### config.mk
export PLATFORM = sky130hd
export DESIGN_NAME = mp_uart9
export DESIGN_NICKNAME = d
export VERILOG_FILES = /design/src/rtl/uart9_pkg.sv /design/src/rtl/uart9_tickgen.sv /design/src/rtl/uart9_tx.sv /design/src/rtl/uart9_rx.sv /design/src/rtl/mp_uart9.sv
export SDC_FILE = /design/constraint.sdc
export NUM_CORES = 1
export LEC_CHECK = 0
export BUFFER_PORTS_ARGS = -buffer_cell sky130_fd_sc_hd__buf_2
export CORE_ASPECT_RATIO = 1.4
export CORE_MARGIN = 5
export CORE_UTILIZATION = 50
export CTS_CLUSTER_SIZE = 10
export DETAILED_ROUTE_END_ITERATION = 6
export PLACE_DENSITY = 0.68
export SYNTH_ARGS = -nofsm -noshare
export SYNTH_HDL_FRONTEND = slang
export SYNTH_SLANG_ARGS = --single-unit
### constraint.sdc
create_clock -name clk -period 2.2 [get_ports clk]
set_input_delay 0.22 -clock clk [delete_from_list [all_inputs] [get_ports clk]]
set_output_delay 0.22 -clock clk [all_outputs]
set_load 0.005 [all_outputs]
### src/rtl/uart9_pkg.sv
`timescale 1ns/1ps
package uart9_pkg;

  typedef enum logic [1:0] {
    MODE_OFF  = 2'b00,
    MODE_8EXT = 2'b01,
    MODE_9FIX = 2'b10,
    MODE_9EXT = 2'b11
  } uart_mode_e;

  // Control byte, MSB first; field positions are software visible.
  typedef struct packed {
    uart_mode_e mode;     // [7:6]
    logic       mp_en;    // [5]
    logic       rx_en;    // [4]
    logic       tx_b9;    // [3]
    logic       rx_b9;    // [2]
    logic       tx_flag;  // [1]
    logic       rx_flag;  // [0]
  } uart_ctrl_t;

  localparam logic REG_CTRL = 1'b0;
  localparam logic REG_DATA = 1'b1;

endpackage

### src/rtl/uart9_tickgen.sv
`timescale 1ns/1ps
module uart9_tickgen
  import uart9_pkg::*;
#(
  parameter int unsigned FIX_DIV = 4
) (
  input  logic       clk,
  input  logic       rst_n,
  input  uart_mode_e mode,
  input  logic       ext_tick,
  output logic       tick
);

  logic fix_tick;

  generate
    if (FIX_DIV > 1) begin : g_div
      localparam int unsigned DW = $clog2(FIX_DIV);
      localparam logic [DW-1:0] DIV_LAST = DW'(FIX_DIV - 1);
      logic [DW-1:0] div_q, div_d;

      always_comb begin
        div_d = '0;
        if (mode == MODE_9FIX) begin
          div_d = (div_q == DIV_LAST) ? '0 : div_q + 1'b1;
        end
      end

      always_ff @(posedge clk or negedge rst_n) begin
        if (!rst_n) div_q <= '0;
        else        div_q <= div_d;
      end

      assign fix_tick = (div_q == DIV_LAST);
    end else begin : g_nodiv
      assign fix_tick = 1'b1;
    end
  endgenerate

  always_comb begin
    case (mode)
      MODE_OFF:  tick = 1'b0;
      MODE_9FIX: tick = fix_tick;
      default:   tick = ext_tick;
    endcase
  end

endmodule

### src/rtl/uart9_tx.sv
`timescale 1ns/1ps
module uart9_tx #(
  parameter int unsigned OVS = 16
) (
  input  logic       clk,
  input  logic       rst_n,
  input  logic       tick,
  input  logic       start,
  input  logic       nine,
  input  logic       tb9,
  input  logic [7:0] data,
  output logic       tx,
  output logic       busy,
  output logic       done
);

  localparam int unsigned OW = $clog2(OVS);
  localparam logic [OW-1:0] OVS_LAST = OW'(OVS - 1);
  localparam int unsigned FW = 11;

  logic [FW-1:0] sh_q, sh_d;
  logic [3:0]    left_q, left_d;
  logic [OW-1:0] ovs_q, ovs_d;
  logic          busy_q, busy_d;

  always_comb begin
    sh_d   = sh_q;
    left_d = left_q;
    ovs_d  = ovs_q;
    busy_d = busy_q;
    done   = 1'b0;
    if (!busy_q) begin
      if (start) begin
        // stop, ninth (or second stop), data, start: shifted out from bit 0
        sh_d   = {1'b1, (nine ? tb9 : 1'b1), data, 1'b0};
        left_d = nine ? 4'd11 : 4'd10;
        ovs_d  = '0;
        busy_d = 1'b1;
      end
    end else if (tick) begin
      if (ovs_q == OVS_LAST) begin
        ovs_d  = '0;
        sh_d   = {1'b1, sh_q[FW-1:1]};
        left_d = left_q - 4'd1;
        if (left_q == 4'd1) begin
          busy_d = 1'b0;
          done   = 1'b1;
        end
      end else begin
        ovs_d = ovs_q + 1'b1;
      end
    end
  end

  always_ff @(posedge clk or negedge rst_n) begin
    if (!rst_n) begin
      sh_q   <= '1;
      left_q <= '0;
      ovs_q  <= '0;
      busy_q <= 1'b0;
    end else begin
      sh_q   <= sh_d;
      left_q <= left_d;
      ovs_q  <= ovs_d;
      busy_q <= busy_d;
    end
  end

  assign tx   = busy_q ? sh_q[0] : 1'b1;
  assign busy = busy_q;

endmodule

### src/rtl/uart9_rx.sv
`timescale 1ns/1ps
module uart9_rx #(
  parameter int unsigned OVS = 16
) (
  input  logic       clk,
  input  logic       rst_n,
  input  logic       tick,
  input  logic       enable,
  input  logic       nine,
  input  logic       rx_s,
  output logic       done,
  output logic [7:0] data,
  output logic       ninth,
  output logic       stop
);

  localparam int unsigned OW = $clog2(OVS);
  localparam logic [OW-1:0] OVS_LAST  = OW'(OVS - 1);
  localparam logic [OW-1:0] HALF_LAST = OW'(OVS / 2 - 1);

  typedef enum logic [1:0] {RX_IDLE, RX_START, RX_SHIFT, RX_HOLD} rx_state_e;

  rx_state_e     st_q, st_d;
  logic [OW-1:0] ovs_q, ovs_d;
  logic [3:0]    cnt_q, cnt_d;
  logic [9:0]    sh_q, sh_d;
  logic          nine_q, nine_d;
  logic          done_q, done_d;
  logic [3:0]    last_idx;

  assign last_idx = nine_q ? 4'd9 : 4'd8;

  always_comb begin
    st_d   = st_q;
    ovs_d  = ovs_q;
    cnt_d  = cnt_q;
    sh_d   = sh_q;
    nine_d = nine_q;
    done_d = 1'b0;
    if (!enable) begin
      st_d  = RX_IDLE;
      ovs_d = '0;
    end else begin
      case (st_q)
        RX_IDLE: begin
          if (tick && !rx_s) begin
            st_d   = RX_START;
            ovs_d  = '0;
            nine_d = nine;
          end
        end
        RX_START: begin
          if (tick) begin
            if (ovs_q == HALF_LAST) begin
              ovs_d = '0;
              cnt_d = '0;
              st_d  = rx_s ? RX_IDLE : RX_SHIFT;
            end else begin
              ovs_d = ovs_q + 1'b1;
            end
          end
        end
        RX_SHIFT: begin
          if (tick) begin
            if (ovs_q == OVS_LAST) begin
              ovs_d = '0;
              sh_d  = {rx_s, sh_q[9:1]};
              cnt_d = cnt_q + 4'd1;
              if (cnt_q == last_idx) begin
                done_d = 1'b1;
                st_d   = RX_HOLD;
              end
            end else begin
              ovs_d = ovs_q + 1'b1;
            end
          end
        end
        default: begin
          // wait for the line to go high again before hunting a start bit
          if (rx_s) st_d = RX_IDLE;
        end
      endcase
    end
  end

  always_ff @(posedge clk or negedge rst_n) begin
    if (!rst_n) begin
      st_q   <= RX_IDLE;
      ovs_q  <= '0;
      cnt_q  <= '0;
      sh_q   <= '0;
      nine_q <= 1'b0;
      done_q <= 1'b0;
    end else begin
      st_q   <= st_d;
      ovs_q  <= ovs_d;
      cnt_q  <= cnt_d;
      sh_q   <= sh_d;
      nine_q <= nine_d;
      done_q <= done_d;
    end
  end

  assign done  = done_q;
  assign data  = nine_q ? sh_q[7:0] : sh_q[8:1];
  assign ninth = sh_q[8];
  assign stop  = sh_q[9];

endmodule

### src/rtl/mp_uart9.sv
`timescale 1ns/1ps
module mp_uart9
  import uart9_pkg::*;
#(
  parameter int unsigned OVS     = 16,
  parameter int unsigned FIX_DIV = 4
) (
  input  logic       clk,
  input  logic       rst_n,
  input  logic       reg_wr,
  input  logic       reg_addr,
  input  logic [7:0] reg_wdata,
  output logic [7:0] reg_rdata,
  input  logic       baud_tick,
  input  logic       rx_i,
  output logic       tx_o,
  output logic       irq_tx,
  output logic       irq_rx
);

  logic [1:0] rst_sync_q;
  logic       rst_n_i;

  always_ff @(posedge clk or negedge rst_n) begin
    if (!rst_n) rst_sync_q <= 2'b00;
    else        rst_sync_q <= {rst_sync_q[0], 1'b1};
  end
  assign rst_n_i = rst_sync_q[1];

  logic [1:0] rx_sync_q;
  always_ff @(posedge clk or negedge rst_n_i) begin
    if (!rst_n_i) rx_sync_q <= 2'b11;
    else          rx_sync_q <= {rx_sync_q[0], rx_i};
  end

  uart_ctrl_t ctrl_q, ctrl_d;
  logic [7:0] rbuf_q, rbuf_d;
  logic       wr_ctrl, wr_data, active, nine, tick;
  logic       tx_busy, tx_done, rx_done, rx_ninth, rx_stop, rx_on, accept;
  logic [7:0] rx_data;

  assign wr_ctrl = reg_wr && (reg_addr == REG_CTRL);
  assign wr_data = reg_wr && (reg_addr == REG_DATA);
  assign active  = (ctrl_q.mode != MODE_OFF);
  assign nine    = ctrl_q.mode[1];
  assign rx_on   = active && ctrl_q.rx_en;

  uart9_tickgen #(.FIX_DIV(FIX_DIV)) u_tick (
    .clk(clk), .rst_n(rst_n_i), .mode(ctrl_q.mode),
    .ext_tick(baud_tick), .tick(tick)
  );

  uart9_tx #(.OVS(OVS)) u_tx (
    .clk(clk), .rst_n(rst_n_i), .tick(tick),
    .start(wr_data && active), .nine(nine), .tb9(ctrl_q.tx_b9),
    .data(reg_wdata), .tx(tx_o), .busy(tx_busy), .done(tx_done)
  );

  uart9_rx #(.OVS(OVS)) u_rx (
    .clk(clk), .rst_n(rst_n_i), .tick(tick), .enable(rx_on),
    .nine(nine), .rx_s(rx_sync_q[1]), .done(rx_done),
    .data(rx_data), .ninth(rx_ninth), .stop(rx_stop)
  );

  always_comb begin
    accept = 1'b0;
    if (rx_done && rx_on) begin
      if (nine) accept = !ctrl_q.mp_en || rx_ninth;
      else      accept = !ctrl_q.mp_en || rx_stop;
    end
  end

  always_comb begin
    ctrl_d = ctrl_q;
    rbuf_d = rbuf_q;
    if (wr_ctrl) ctrl_d = uart_ctrl_t'(reg_wdata);
    if (tx_done) ctrl_d.tx_flag = 1'b1;
    if (accept) begin
      ctrl_d.rx_flag = 1'b1;
      ctrl_d.rx_b9   = nine ? rx_ninth : rx_stop;
      rbuf_d         = rx_data;
    end
  end

  always_ff @(posedge clk or negedge rst_n_i) begin
    if (!rst_n_i) begin
      ctrl_q <= '0;
      rbuf_q <= '0;
    end else begin
      ctrl_q <= ctrl_d;
      rbuf_q <= rbuf_d;
    end
  end

  assign reg_rdata = (reg_addr == REG_DATA) ? rbuf_q : 8'(ctrl_q);
  assign irq_tx    = ctrl_q.tx_flag;
  assign irq_rx    = ctrl_q.rx_flag;

endmodule

==> summary.md, run 1 <==
| Metric | Value |
|---|---|
| FP Rows | `34` |
| Max cap viols | `0` |
| H-tree depth | `3` |
| Initial drt markers | `63` |
| Total core area | `6170 sq um` |
| CP Class | `flop to flop` |
| Crit path max fanout | `8` |
| Hold path startpoint | `reg_wdata[3]` |
| RD Place Congestion | `0.845` |
| Cell leakage power | `0.00179 uW` |
| Syn nets | `315` |
| Critical Path End Type | `flop` |
| Wire length per cell | `15.2 microns` |
| CTS tree | `done` |
| Status | `completed` |
| Grt ovf | `0` |
| Seq cells post-synth | `63` |
| I/O pins | `25` |
| Post-layout util | `58.5%` |
| Initial core utilization | `50.8%` |
| Max Slew Vio Count | `0` |
| Max Freq | `0.493 GHz` |
| Hold Path Cell Cnt | `2` |
| Clock-pin slew on the worst setup and hold paths | `0.07 ns` |
| Power per cell area | `845 nW/um^2` |
| Mean post-synth cell area | `10.8 sq um` |
| DR vias/cell | `5.53` |
| WHS Endpoint | `ctrl_q[3]$_DFFE_PN0P_` |
| Power share of the combinational group | `18.8%` |
| CTS buffer count | `9` |
| Hold Crit Class | `primary input to flop` |
| Count of buffers from port buffering | `24` |
| Largest net degree at the start of global routing | `35` |
| Part of the power in registers | `49.0%` |
| Finish-stage setup viols | `0` |
| Number of remaining DRC errors | `0` |
| Antenna cells | `0` |
| Slew HR | `53.7%` |
| Clock Sinks | `63` |
| Final nets | `351` |
| Seq/Total Area, Yosys | `50.8%` |
| Routed Wire Length | `6.15 mm` |
| CP startpoint | `u_rx.st_q[0]$_DFFE_PN0P_` |
| Dpl cell area | `3380 sq um` |
| Estimated wirelength of the detail-placed design | `4.52 mm` |
| 1st-pass router iterations | `4` |
| Antenna violations before repair | `0` |
| Sw Ratio | `28.4%` |
| Dominant synthesized flop cell | `dfrtp_1` |
| Vias in the first global route | `2309` |
| Post-Synthesis Cells | `291` |
| Total die area | `7980 sq um` |
| Post-synth EDFFs | `0` |
| Internal power | `2180 uW` |
| Ys async rst share | `100%` |
| Tot GR Track Use | `16.7%` |
| Clock skew | `0.00926 ns` |
| Switching Power | `866 uW` |
| Antenna viol nets, final | `0` |
| First-pass GRT wire length | `10.9 mm` |
| Measured slew at the worst slew-check pin | `0.693 ns` |
| Yosys warning total | `0` |
| Clock share of power | `32.2%` |
| Setup TNS Final | `0 ns` |
| Clock period minus worst slack | `2.03 ns` |
| R2R Setup Slk | `0.17 ns` |
| Reg2reg start | `u_rx.st_q[0]$_DFFE_PN0P_` |
| CTS root buf | `clkbuf_8` |
| Filler cells | `507` |
| Die Height | `104 microns` |
| Die Wd | `76.9 microns` |
| Crit start category | `flop` |
| Vias post-DR | `2234` |
| Worst Path Required | `2.42 ns` |
| R2r worst-path depth | `7` |
| Share of cells above drive strength 1 | `28.0%` |
| Area grow syn2layout | `15.0%` |
| Power, Total | `3050 uW` |
| Final Hold Vio Count | `0` |
| Unrepaired setup endpoints after global routing | `false` |
| Unique masters post-synth | `47` |
| Minimum hold slack | `0.132 ns` |
| CTS max path bufs | `2` |
| Final instance area | `3610 sq um` |
| Clk_lat worst skew | `0.33 ns` |
| Maximum vdd drop | `0.756 mV` |
| Mapped cell area | `3140 sq um` |
| Reg2reg end | `u_rx.st_q[0]$_DFFE_PN0P_` |
| CP arrival | `2.25 ns` |
| Final worst-path cycle share | `92.2%` |
stage by stage:
step           worst slack [ns]  std cells
2_1_floorplan             0.301        291
3_3_place_gp             0.0297        386
3_5_place_dp             0.0294        386
4_1_cts                  0.0245        404
5_1_grt                  0.0121        404
6_report                  0.171        404
worst max-delay path by stage:
stage / slack [ns] / to
after floorplan: 0.30 / u_rx.ovs_q[3]$_DFFE_PN0P_
after global placement: 0.03 / u_rx.ovs_q[3]$_DFFE_PN0P_
after detailed placement: 0.03 / u_rx.ovs_q[3]$_DFFE_PN0P_
after CTS: 0.02 / u_rx.ovs_q[3]$_DFFE_PN0P_
after global routing: 0.01 / u_rx.ovs_q[3]$_DFFE_PN0P_
final: 0.17 / u_rx.st_q[0]$_DFFE_PN0P_
registers in the layout, indices dropped and copies added, names as in the netlist:
register / flops
irq_tx: 1
u_rx.ovs_q: 4
u_tick.g_div.div_q: 2
irq_rx: 1
u_tx.left_q: 4
u_rx.sh_q: 10
u_rx.nine_q: 1
u_rx.st_q: 2
u_tx.sh_q: 10
rbuf_q: 8
u_rx.cnt_q: 4
rst_sync_q: 2
u_tx.busy: 1
rx_sync_q: 2
ctrl_q: 6
u_rx.done: 1
u_tx.ovs_q: 4
timing repair:
item                                    in CTS  in global routing
gates resized for setup                      0                  3
hold buffers                                 2                  0
buffers inserted                             0                  0
hold endpoints to repair                     3                  0
endpoints found under the setup margin       0                 16
layout by cell type, fill, tap and decap left out, types with 6 or more instances in the layout:
cell type / Yosys / routed
buf_4: 0 / 8
ha_1: 10 / 10
nand2_1: 28 / 28
dfrtp_1: 51 / 50
o21ai_0: 20 / 20
nand3_1: 6 / 6
clkbuf_8: 0 / 10
mux2i_1: 20 / 20
mux2_2: 26 / 26
buf_2: 6 / 24
inv_1: 14 / 14
a21oi_1: 20 / 20
dfstp_2: 12 / 12
nor2_1: 23 / 22
critical path, cell delays in order (launching register included):
cell	delay [ns]
dfrtp_1	0.41
inv_1	0.08
ha_1	0.29
or2_2	0.34
a31oi_1	0.25
nor2_1	0.11
a21o_1	0.20
a22o_1	0.23
logic make-up (layout without fill, tap and decap cells):
| group | count (synthesis) | in the layout | share of synthesized area, % |
|---|---|---|---|
| AOI/OAI and AO/OA | 57 | 57 | 11.2 |
| xor gates and xnor gates | 4 | 4 | 1.12 |
| adders and majority gates | 10 | 10 | 3.99 |
| buffers and inverters | 24 | 65 | 3.11 |
| DFF | 63 | 63 | 50.8 |
| muxes | 46 | 46 | 15.7 |
| other | 1 | 1 | 0.120 |
| and+or+nand+nor | 86 | 86 | 14.0 |
routing by layer:
layer	wire length, microns	part of all wire, %	track usage (%)
met1	2650	43	20.8
met2	3210	52	28.2
met3	176	2.9	2.69
met4	106	1.7	7.50
met5	0	0	0
Yosys cell counts, types with 3 or more instances:
cell      number  area, sq um
nor3_1         3         15.0
mux2_2        26          293
a22o_1         3         26.3
ha_1          10          125
nor2b_1        3         18.8
nor2_1        23         86.3
inv_1         14         52.6
dfstp_2       12          315
dfrtp_1       51         1280
nand2b_1       4         25.0
buf_2          6         30.0
clkbuf_1       3         11.3
nand2_1       28          105
nand3_1        6         30.0
mux2i_1       20          200
o21ai_0       20          100
a21oi_1       20          100
nand4_1        3         18.8
final cells by class:
| cell class | instances | area, sq um | area share (%) |
|---|---|---|---|
| flip-flops and latches | 63 | 1590 | 44.2 |
| multi-input cells | 204 | 1460 | 40.5 |
| repair buffers | 35 | 220 | 6.10 |
| clock buffers | 13 | 149 | 4.13 |
| well taps | 72 | 90.1 | 2.50 |
| inverters | 14 | 52.6 | 1.46 |
| clock inverters | 3 | 42.5 | 1.18 |
power by group through the flow:
stage | Combinational [uW] | Sequential, uW | Clock, uW
after floorplan | 432 | 1470 | 0
after global placement | 550 | 1500 | 0
after detailed placement | 564 | 1510 | 0
after CTS | 569 | 1490 | 1010
after global routing | 651 | 1520 | 1060
final | 573 | 1490 | 981
Note: power is estimated with default switching activity, not from simulation.
==> run 2: changes to the inputs <==
--- a/config.mk
+++ b/config.mk
@@ -5,13 +5,13 @@
 export SDC_FILE = /design/constraint.sdc
 export NUM_CORES = 1
 export LEC_CHECK = 0
-export BUFFER_PORTS_ARGS = -buffer_cell sky130_fd_sc_hd__buf_2
 export CORE_ASPECT_RATIO = 1.4
 export CORE_MARGIN = 5
 export CORE_UTILIZATION = 50
 export CTS_CLUSTER_SIZE = 10
 export DETAILED_ROUTE_END_ITERATION = 6
-export PLACE_DENSITY = 0.68
+export DONT_BUFFER_PORTS = 1
+export PLACE_DENSITY = 0.65
 export SYNTH_ARGS = -nofsm -noshare
 export SYNTH_HDL_FRONTEND = slang
 export SYNTH_SLANG_ARGS = --single-unit
==> run 2 against run 1 <==
  * Maximum frequency hardly changed
  * Sequential share of layout area up 1.7 points
  * Design area fell by 3.7%
  * Die area unchanged
  * Register-to-register slack hardly changed
  * Worst hold slack worse by 0.11 ns
  * Highest routed layer unchanged
  * Non-clock buffer count fell by 25
  * Cell count down 6.2%
  * Sequential cell count is the same
  * Clock power down 2%
  * Largest power group unchanged
==> summary.md, run 2 (same netlist as run 1, synthesis figures left out) <==
| Metric | Value |
|---|---|
| Total core area | `6170 sq um (unchanged)` |
| Most frequent cells in the layout | `dfrtp_1, nand2_1, mux2_2` |
| Final worst-path cycle share | `92.3% (about the same)` |
| Crit start category | `flop` |
| H-tree depth | `3 (unchanged)` |
| First-pass GRT wire length | `10.5 mm (-3.2%)` |
| Initial drt markers | `74 (+17%)` |
| Commonest non-fill, non-tap cell in the layout | `dfrtp_1` |
| Maximum vdd drop | `0.595 mV (-21%)` |
| Antenna cells | `0 (unchanged)` |
| DR vias/cell | `5.59 (+1.1%)` |
| Power per cell area | `859 nW/um^2 (+1.6%)` |
| Total die area | `7980 sq um (unchanged)` |
| Final WS setup | `0.169 ns (-0.00173 ns)` |
| RD Place Congestion | `0.826 (-2.3%)` |
| Max cap viols | `0 (unchanged)` |
| Vias post-DR | `2118 (-5.2%)` |
| Final nets | `326 (-7.1%)` |
| 1st-pass router iterations | `4 (unchanged)` |
| Clock skew | `0.00605 ns (-0.00321 ns)` |
| Finish-stage setup viols | `0 (unchanged)` |
| Cells along the critical path | `inv_1, ha_1, or2_2, a31oi_1, a221oi_2, nand2b_1, o22ai_1` |
| Worst Path Required | `2.42 ns (about the same)` |
| Place WS | `-0.00849 ns (-0.0379 ns)` |
| Status | `completed` |
| Measured slew at the worst slew-check pin | `0.769 ns (+0.0754 ns)` |
| Clock-pin slew on the worst setup and hold paths | `0.07 ns (about the same)` |
| Grt ovf | `0 (unchanged)` |
| Largest stage delay on the critical path | `0.45 ns (+0.04 ns)` |
| Max Slew Vio Count | `0 (unchanged)` |
| Share of cells above drive strength 1 | `22.5% (-5.5 points)` |
| CP Class | `flop to flop` |
| Max Freq | `0.492 GHz (about the same)` |
| Count of buffers from port buffering | `0 (-100%)` |
| Tot GR Track Use | `16.4% (-0.31 points)` |
| Top Registers | `u_rx.sh_q x10, u_tx.sh_q x10, rbuf_q x8` |
| Hold Crit Class | `primary input to flop` |
| Placed cell count | `361 (-6.5%)` |
| CTS buffer count | `9 (unchanged)` |
| CP max-delay cell | `a221oi_2` |
| Cell leakage power | `0.00168 uW (-5.9%)` |
| CP arrival | `2.25 ns (about the same)` |
| FP Rows | `34 (unchanged)` |
| Routed Wire Length | `5.98 mm (-2.7%)` |
| CTS max path bufs | `2 (unchanged)` |
| I/O pins | `25 (unchanged)` |
| Multi-input gate area | `1460 sq um (-0.34%)` |
| Critical Path End Type | `flop` |
| CTS root buf | `clkbuf_8` |
| Slew HR | `48.8% (-5.0 points)` |
| Unrepaired setup endpoints after global routing | `false` |
| Vias in the first global route | `2171 (-6.0%)` |
| Die Height | `104 microns (unchanged)` |
| Initial core utilization | `50.8% (unchanged)` |
| Estimated wirelength of the detail-placed design | `4.38 mm (-3.1%)` |
| Non-Filler Instances | `379 (-6.2%)` |
| Number of remaining DRC errors | `0 (unchanged)` |
| Clock period minus worst slack | `2.03 ns (+0.00173 ns)` |
| Die Wd | `76.9 microns (unchanged)` |
| Clock Sinks | `63 (unchanged)` |
| CTS tree | `done` |
| Filler cells | `529 (+4.3%)` |
| Antenna viol nets, final | `0 (unchanged)` |
| Clk_lat worst skew | `0.34 ns (about the same)` |
| Wire length per cell | `15.8 microns (+3.7%)` |
| Antenna violations before repair | `0 (unchanged)` |
| Power, Total | `2980 uW (-2.2%)` |
| Area grow syn2layout | `10.7%` |
| Final Hold Vio Count | `0 (unchanged)` |
| Flip-flop and latch area | `1590 sq um (unchanged)` |
| Crit path max fanout | `7 (-1)` |
| Largest net degree at the start of global routing | `41 (+17%)` |
==> run 2: changes by cell type in the layout (fill, tap and decap cells not counted), sizes merged <==
| cell | before | now |
|---|---|---|
| clkbuf | 13 | 10 |
| buf | 33 | 8 |
| clkinv | 1 | 4 |
==> run 2: power breakdown <==
group          internal [uW]  leakage [uW]  switching (uW)
clock network            519     0.0000960             445
logic                    253      0.000803             272
registers               1350      0.000783             144
==> run 2: area by class of cell <==
cell class | instances | area share (%)
flip-flops and latches | 63 | 45.9
multi-input cells | 204 | 41.9
clock buffers | 10 | 3.68
repair buffers | 10 | 2.67
well taps | 72 | 2.59
clock inverters | 6 | 1.77
inverters | 14 | 1.51
==> run 2: timing repair <==
action,CTS,global route
endpoints found under the setup margin,2,12
gates resized for setup,1,1
buffers inserted,0,0
endpoints found under the hold margin,3,0
hold buffers,2,0
==> run 2: critical path: cells and delay by family (launching register included) <==
kind | cells | cell delay (ns)
AO/OA/AOI/OAI | 3 | 0.64
flip-flops | 1 | 0.42
buffers and inverters | 1 | 0.13
adder cells (fa/ha/maj) | 1 | 0.35
AND/OR/NAND/NOR | 2 | 0.37
==> run 2: stage by stage <==
stage	instance area, sq um	hold slack [ns]	util, %	TNS, ns
after CTS	3470	0.0171	56.2	0
after global placement	3250	-0.0755	52.8	0
after floorplan	3140	-0.0756	-	0
final	3470	0.0247	56.3	0
after detailed placement	3250	-0.0755	52.8	-0.00849
after global routing	3470	0.0215	56.3	0
==> run 2: path summary, 6_finish.rpt <==
kind	slack, ns	end	cells after the start	from
worst max-delay path	0.17	u_rx.ovs_q[3]$_DFFE_PN0P_	7	u_rx.st_q[1]$_DFFE_PN0P_
worst min-delay path	0.02	irq_tx$_DFFE_PN0P_	2	reg_wdata[1]
worst max register to register	0.17	u_rx.ovs_q[3]$_DFFE_PN0P_	7	u_rx.st_q[1]$_DFFE_PN0P_
worst min register to register	0.25	u_tx.left_q[0]$_DFFE_PN0P_	0	rst_sync_q[1]$_DFF_PN0_
max in group asynchronous	1.29	u_tx.sh_q[6]$_DFFE_PN1P_	1	rst_sync_q[1]$_DFF_PN0_
min in group asynchronous	0.11	rst_sync_q[1]$_DFF_PN0_	1	rst_n
==> run 2: routing by layer <==
layer / GRT usage, % / share of wire [%] / vias up
met5: 0 / 0 / -
met4: 6.63 / 1.3 / 0
met3: 4.34 / 3.5 / 6
met2: 27.5 / 53 / 30
met1: 19.8 / 43 / 1039
li1: - / - / 1043
==> run 3: changes to the inputs <==
--- a/config.mk
+++ b/config.mk
@@ -7,11 +7,11 @@
 export LEC_CHECK = 0
 export CORE_ASPECT_RATIO = 1.4
 export CORE_MARGIN = 5
-export CORE_UTILIZATION = 50
+export CORE_UTILIZATION = 52
 export CTS_CLUSTER_SIZE = 10
 export DETAILED_ROUTE_END_ITERATION = 6
 export DONT_BUFFER_PORTS = 1
-export PLACE_DENSITY = 0.65
+export PLACE_DENSITY = 0.67
 export SYNTH_ARGS = -nofsm -noshare
 export SYNTH_HDL_FRONTEND = slang
 export SYNTH_SLANG_ARGS = --single-unit
==> constraint.sdc (replaced) <==
create_clock -name clk -period 1.96 [get_ports clk]
set_input_delay 0.196 -clock clk [delete_from_list [all_inputs] [get_ports clk]]
set_output_delay 0.196 -clock clk [all_outputs]
set_load 0.005 [all_outputs]
==> run 3 against run 2 <==
  * Cell count increased by 4.5%
  * Register-to-register slack got worse by 0.13 ns
  * First-iteration DRC count shrank 2.7%
  * Worst hold slack improved by 0.027 ns
  * Clock power grew 20%
  * Sequential cell count did not move
  * Global-route usage increased by 1.7 points
  * Sequential power increased by 11%
  * Clock skew rose by 0.0017 ns
  * Sequential share of layout area down 3.1 points
  * Setup slack got worse by 0.13 ns
==> summary.md, run 3 (same netlist as run 1, synthesis figures left out) <==
| Metric | Value |
|---|---|
| Max Freq | `0.519 GHz (+5.5%)` |
| Cells along the critical path | `nand3b_4, buf_4, a211oi_4, nand4_1, or4b_1, o21ai_0` |
| Finish-stage setup viols | `0 (unchanged)` |
| Estimated wirelength of the detail-placed design | `4.22 mm (-3.7%)` |
| CTS tree | `done` |
| FP Rows | `33 (-2.9%)` |
| CTS root buf | `clkbuf_8` |
| Cell leakage power | `0.00178 uW (+5.8%)` |
| Antenna violations before repair | `0 (unchanged)` |
| Final worst-path cycle share | `98.2% (+5.9 points)` |
| RD Place Congestion | `0.813 (-1.5%)` |
| Total core area | `5860 sq um (-4.9%)` |
| Initial core utilization | `53.5% (+2.6 points)` |
| Initial drt markers | `72 (-2.7%)` |
| Clk_lat worst skew | `0.33 ns (about the same)` |
| 1st-pass router iterations | `4 (unchanged)` |
| First-pass GRT wire length | `10.5 mm (unchanged)` |
| Multi-input gate area | `1530 sq um (+5.2%)` |
| Clock period minus worst slack | `1.93 ns (-0.105 ns)` |
| Maximum vdd drop | `0.594 mV (-0.11%)` |
| CTS buffer count | `9 (unchanged)` |
| Clock Sinks | `63 (unchanged)` |
| Power, Total | `3550 uW (+19%)` |
| Hold Crit Class | `primary input to flop` |
| Share of cells above drive strength 1 | `28.8% (+6.4 points)` |
| Commonest non-fill, non-tap cell in the layout | `dfrtp_1` |
| Wire length per cell | `15.6 microns (-1.3%)` |
| Max cap viols | `0 (unchanged)` |
| Number of remaining DRC errors | `0 (unchanged)` |
| Count of buffers from port buffering | `0 (unchanged)` |
| Clock skew | `0.00773 ns (+0.00168 ns)` |
| Crit start category | `flop` |
| Largest net degree at the start of global routing | `62 (+51%)` |
| Top Registers | `u_rx.sh_q x10, u_tx.sh_q x10, rbuf_q x8` |
| Worst Path Required | `2.21 ns (-0.21 ns)` |
| Routed Wire Length | `6.17 mm (+3.1%)` |
| Antenna viol nets, final | `0 (unchanged)` |
| Minimum hold slack | `0.0517 ns (+0.0270 ns)` |
| Vias post-DR | `2193 (+3.5%)` |
| Filler cells | `497 (-6.0%)` |
| Dpl cell area | `3340 sq um (+2.7%)` |
| Largest stage delay on the critical path | `0.49 ns (+0.04 ns)` |
| CP Class | `flop to flop` |
| Area grow syn2layout | `18.8%` |
| CP arrival | `2.18 ns (-0.07 ns)` |
| CTS max path bufs | `2 (unchanged)` |
| Grt ovf | `0 (unchanged)` |
| Total die area | `7700 sq um (-3.4%)` |
| H-tree depth | `3 (unchanged)` |
| Tot GR Track Use | `18.2% (+1.7 points)` |
| Most frequent cells in the layout | `dfrtp_1, nand2_1, mux2_2` |
| DR vias/cell | `5.54 (-0.90%)` |
| Slew HR | `52.5% (+3.7 points)` |
| Final nets | `345 (+5.8%)` |
| Delay-heaviest family, CP | `simple AND/OR/NAND/NOR gates` |
| Final Hold Vio Count | `0 (unchanged)` |
| CP max-delay cell | `or4b_1` |
| Vias in the first global route | `2246 (+3.5%)` |
| WP buf/inv | `1 (unchanged)` |
| Antenna cells | `0 (unchanged)` |
| Max Slew Vio Count | `0 (unchanged)` |
| Measured slew at the worst slew-check pin | `0.712 ns (-0.0568 ns)` |
| Crit path max fanout | `6 (-1)` |
| Final instance area | `3730 sq um (+7.3%)` |
| Status | `completed` |
| Clock-pin slew on the worst setup and hold paths | `0.07 ns (about the same)` |
| Die Height | `102 microns (-1.8%)` |
| Power per cell area | `953 nW/um^2 (+11%)` |
| Critical Path End Type | `flop` |
| Flip-flop and latch area | `1590 sq um (about the same)` |
| I/O pins | `25 (unchanged)` |
| Die Wd | `75.6 microns (-1.7%)` |
run 3: cell count changes in the layout (fill, tap and decap cells not counted), moves of 2 or more:
cell	change
clkbuf_8	+3
dlygate4sd3_1	+6
ha_1	-3
ha_2	+2
buf_4	+13
clkinv_2	-3
run 3: worst reg2reg max path, cell delays in order (launching register included):
cell,delay [ns]
dfrtp_1,0.44
nand3b_4,0.20
buf_4,0.17
a211oi_4,0.31
nand4_1,0.16
or4b_1,0.49
o21ai_0,0.09
run 3: path summary, 6_finish.rpt:
path                                    startpoint                         end  slack (ns)  depth (start not counted)
min                                   reg_wdata[1]    u_tx.sh_q[2]$_DFFE_PN1P_        0.05                          2
min reg2reg                rst_sync_q[1]$_DFF_PN0_  u_tx.left_q[1]$_DFFE_PN0P_        0.26                          1
max reg2reg                  ctrl_q[6]$_DFFE_PN0P_   u_rx.cnt_q[3]$_DFFE_PN0P_        0.03                          6
min in group asynchronous                    rst_n     rst_sync_q[1]$_DFF_PN0_        0.09                          1
max in group asynchronous  rst_sync_q[1]$_DFF_PN0_      rx_sync_q[1]$_DFF_PN1_        1.37                          1
max                          ctrl_q[6]$_DFFE_PN0P_   u_rx.cnt_q[3]$_DFFE_PN0P_        0.03                          6
run 3: repair_timing:
action	CTS	global route
hold buffers	8	0
setup endpoints to repair	16	9
pin swaps	0	4
resized for setup	2	17
endpoints found under the hold margin	9	0
setup buffers	0	1
run 3: final cells by class:
type                            instances  share of cell area (%)
Clock buffer                           14                    4.63
Clock inverter                          2                    1.01
Inverter                               14                    1.41
Multi-Input combinational cell        204                    41.1
Sequential cell                        63                    42.8
Tap cell                               70                    2.35
Timing Repair Buffer                   29                    6.72
run 3: where the power goes:
part	internal (uW)	switching [uW]
Clock	693	465
Combinational	364	375
Sequential	1520	139
Total	2570	980
run 3: per-stage QoR:
step	setup slack (ns)	utilization [%]	std cells	setup TNS [ns]
floorplan	0.0615	-	291	0
global placement	-0.0393	57.0	371	-0.0980
detailed placement	-0.126	57.0	371	-1.24
CTS	0.0247	62.1	395	0
global route	-0.0251	63.6	396	-0.208
finish	0.0344	63.6	396	0
run 3: metal layers:
metal / track usage, % / vias up / wire length, microns / part of all wire (%)
met3: 5.02 / 7 / 200 / 3.2
met4: 6.06 / 0 / 57 / 0.92
met2: 30.3 / 33 / 3260 / 53
met5: 0 / - / 0 / 0
li1: - / 1083 / - / -
met1: 22.5 / 1070 / 2650 / 43
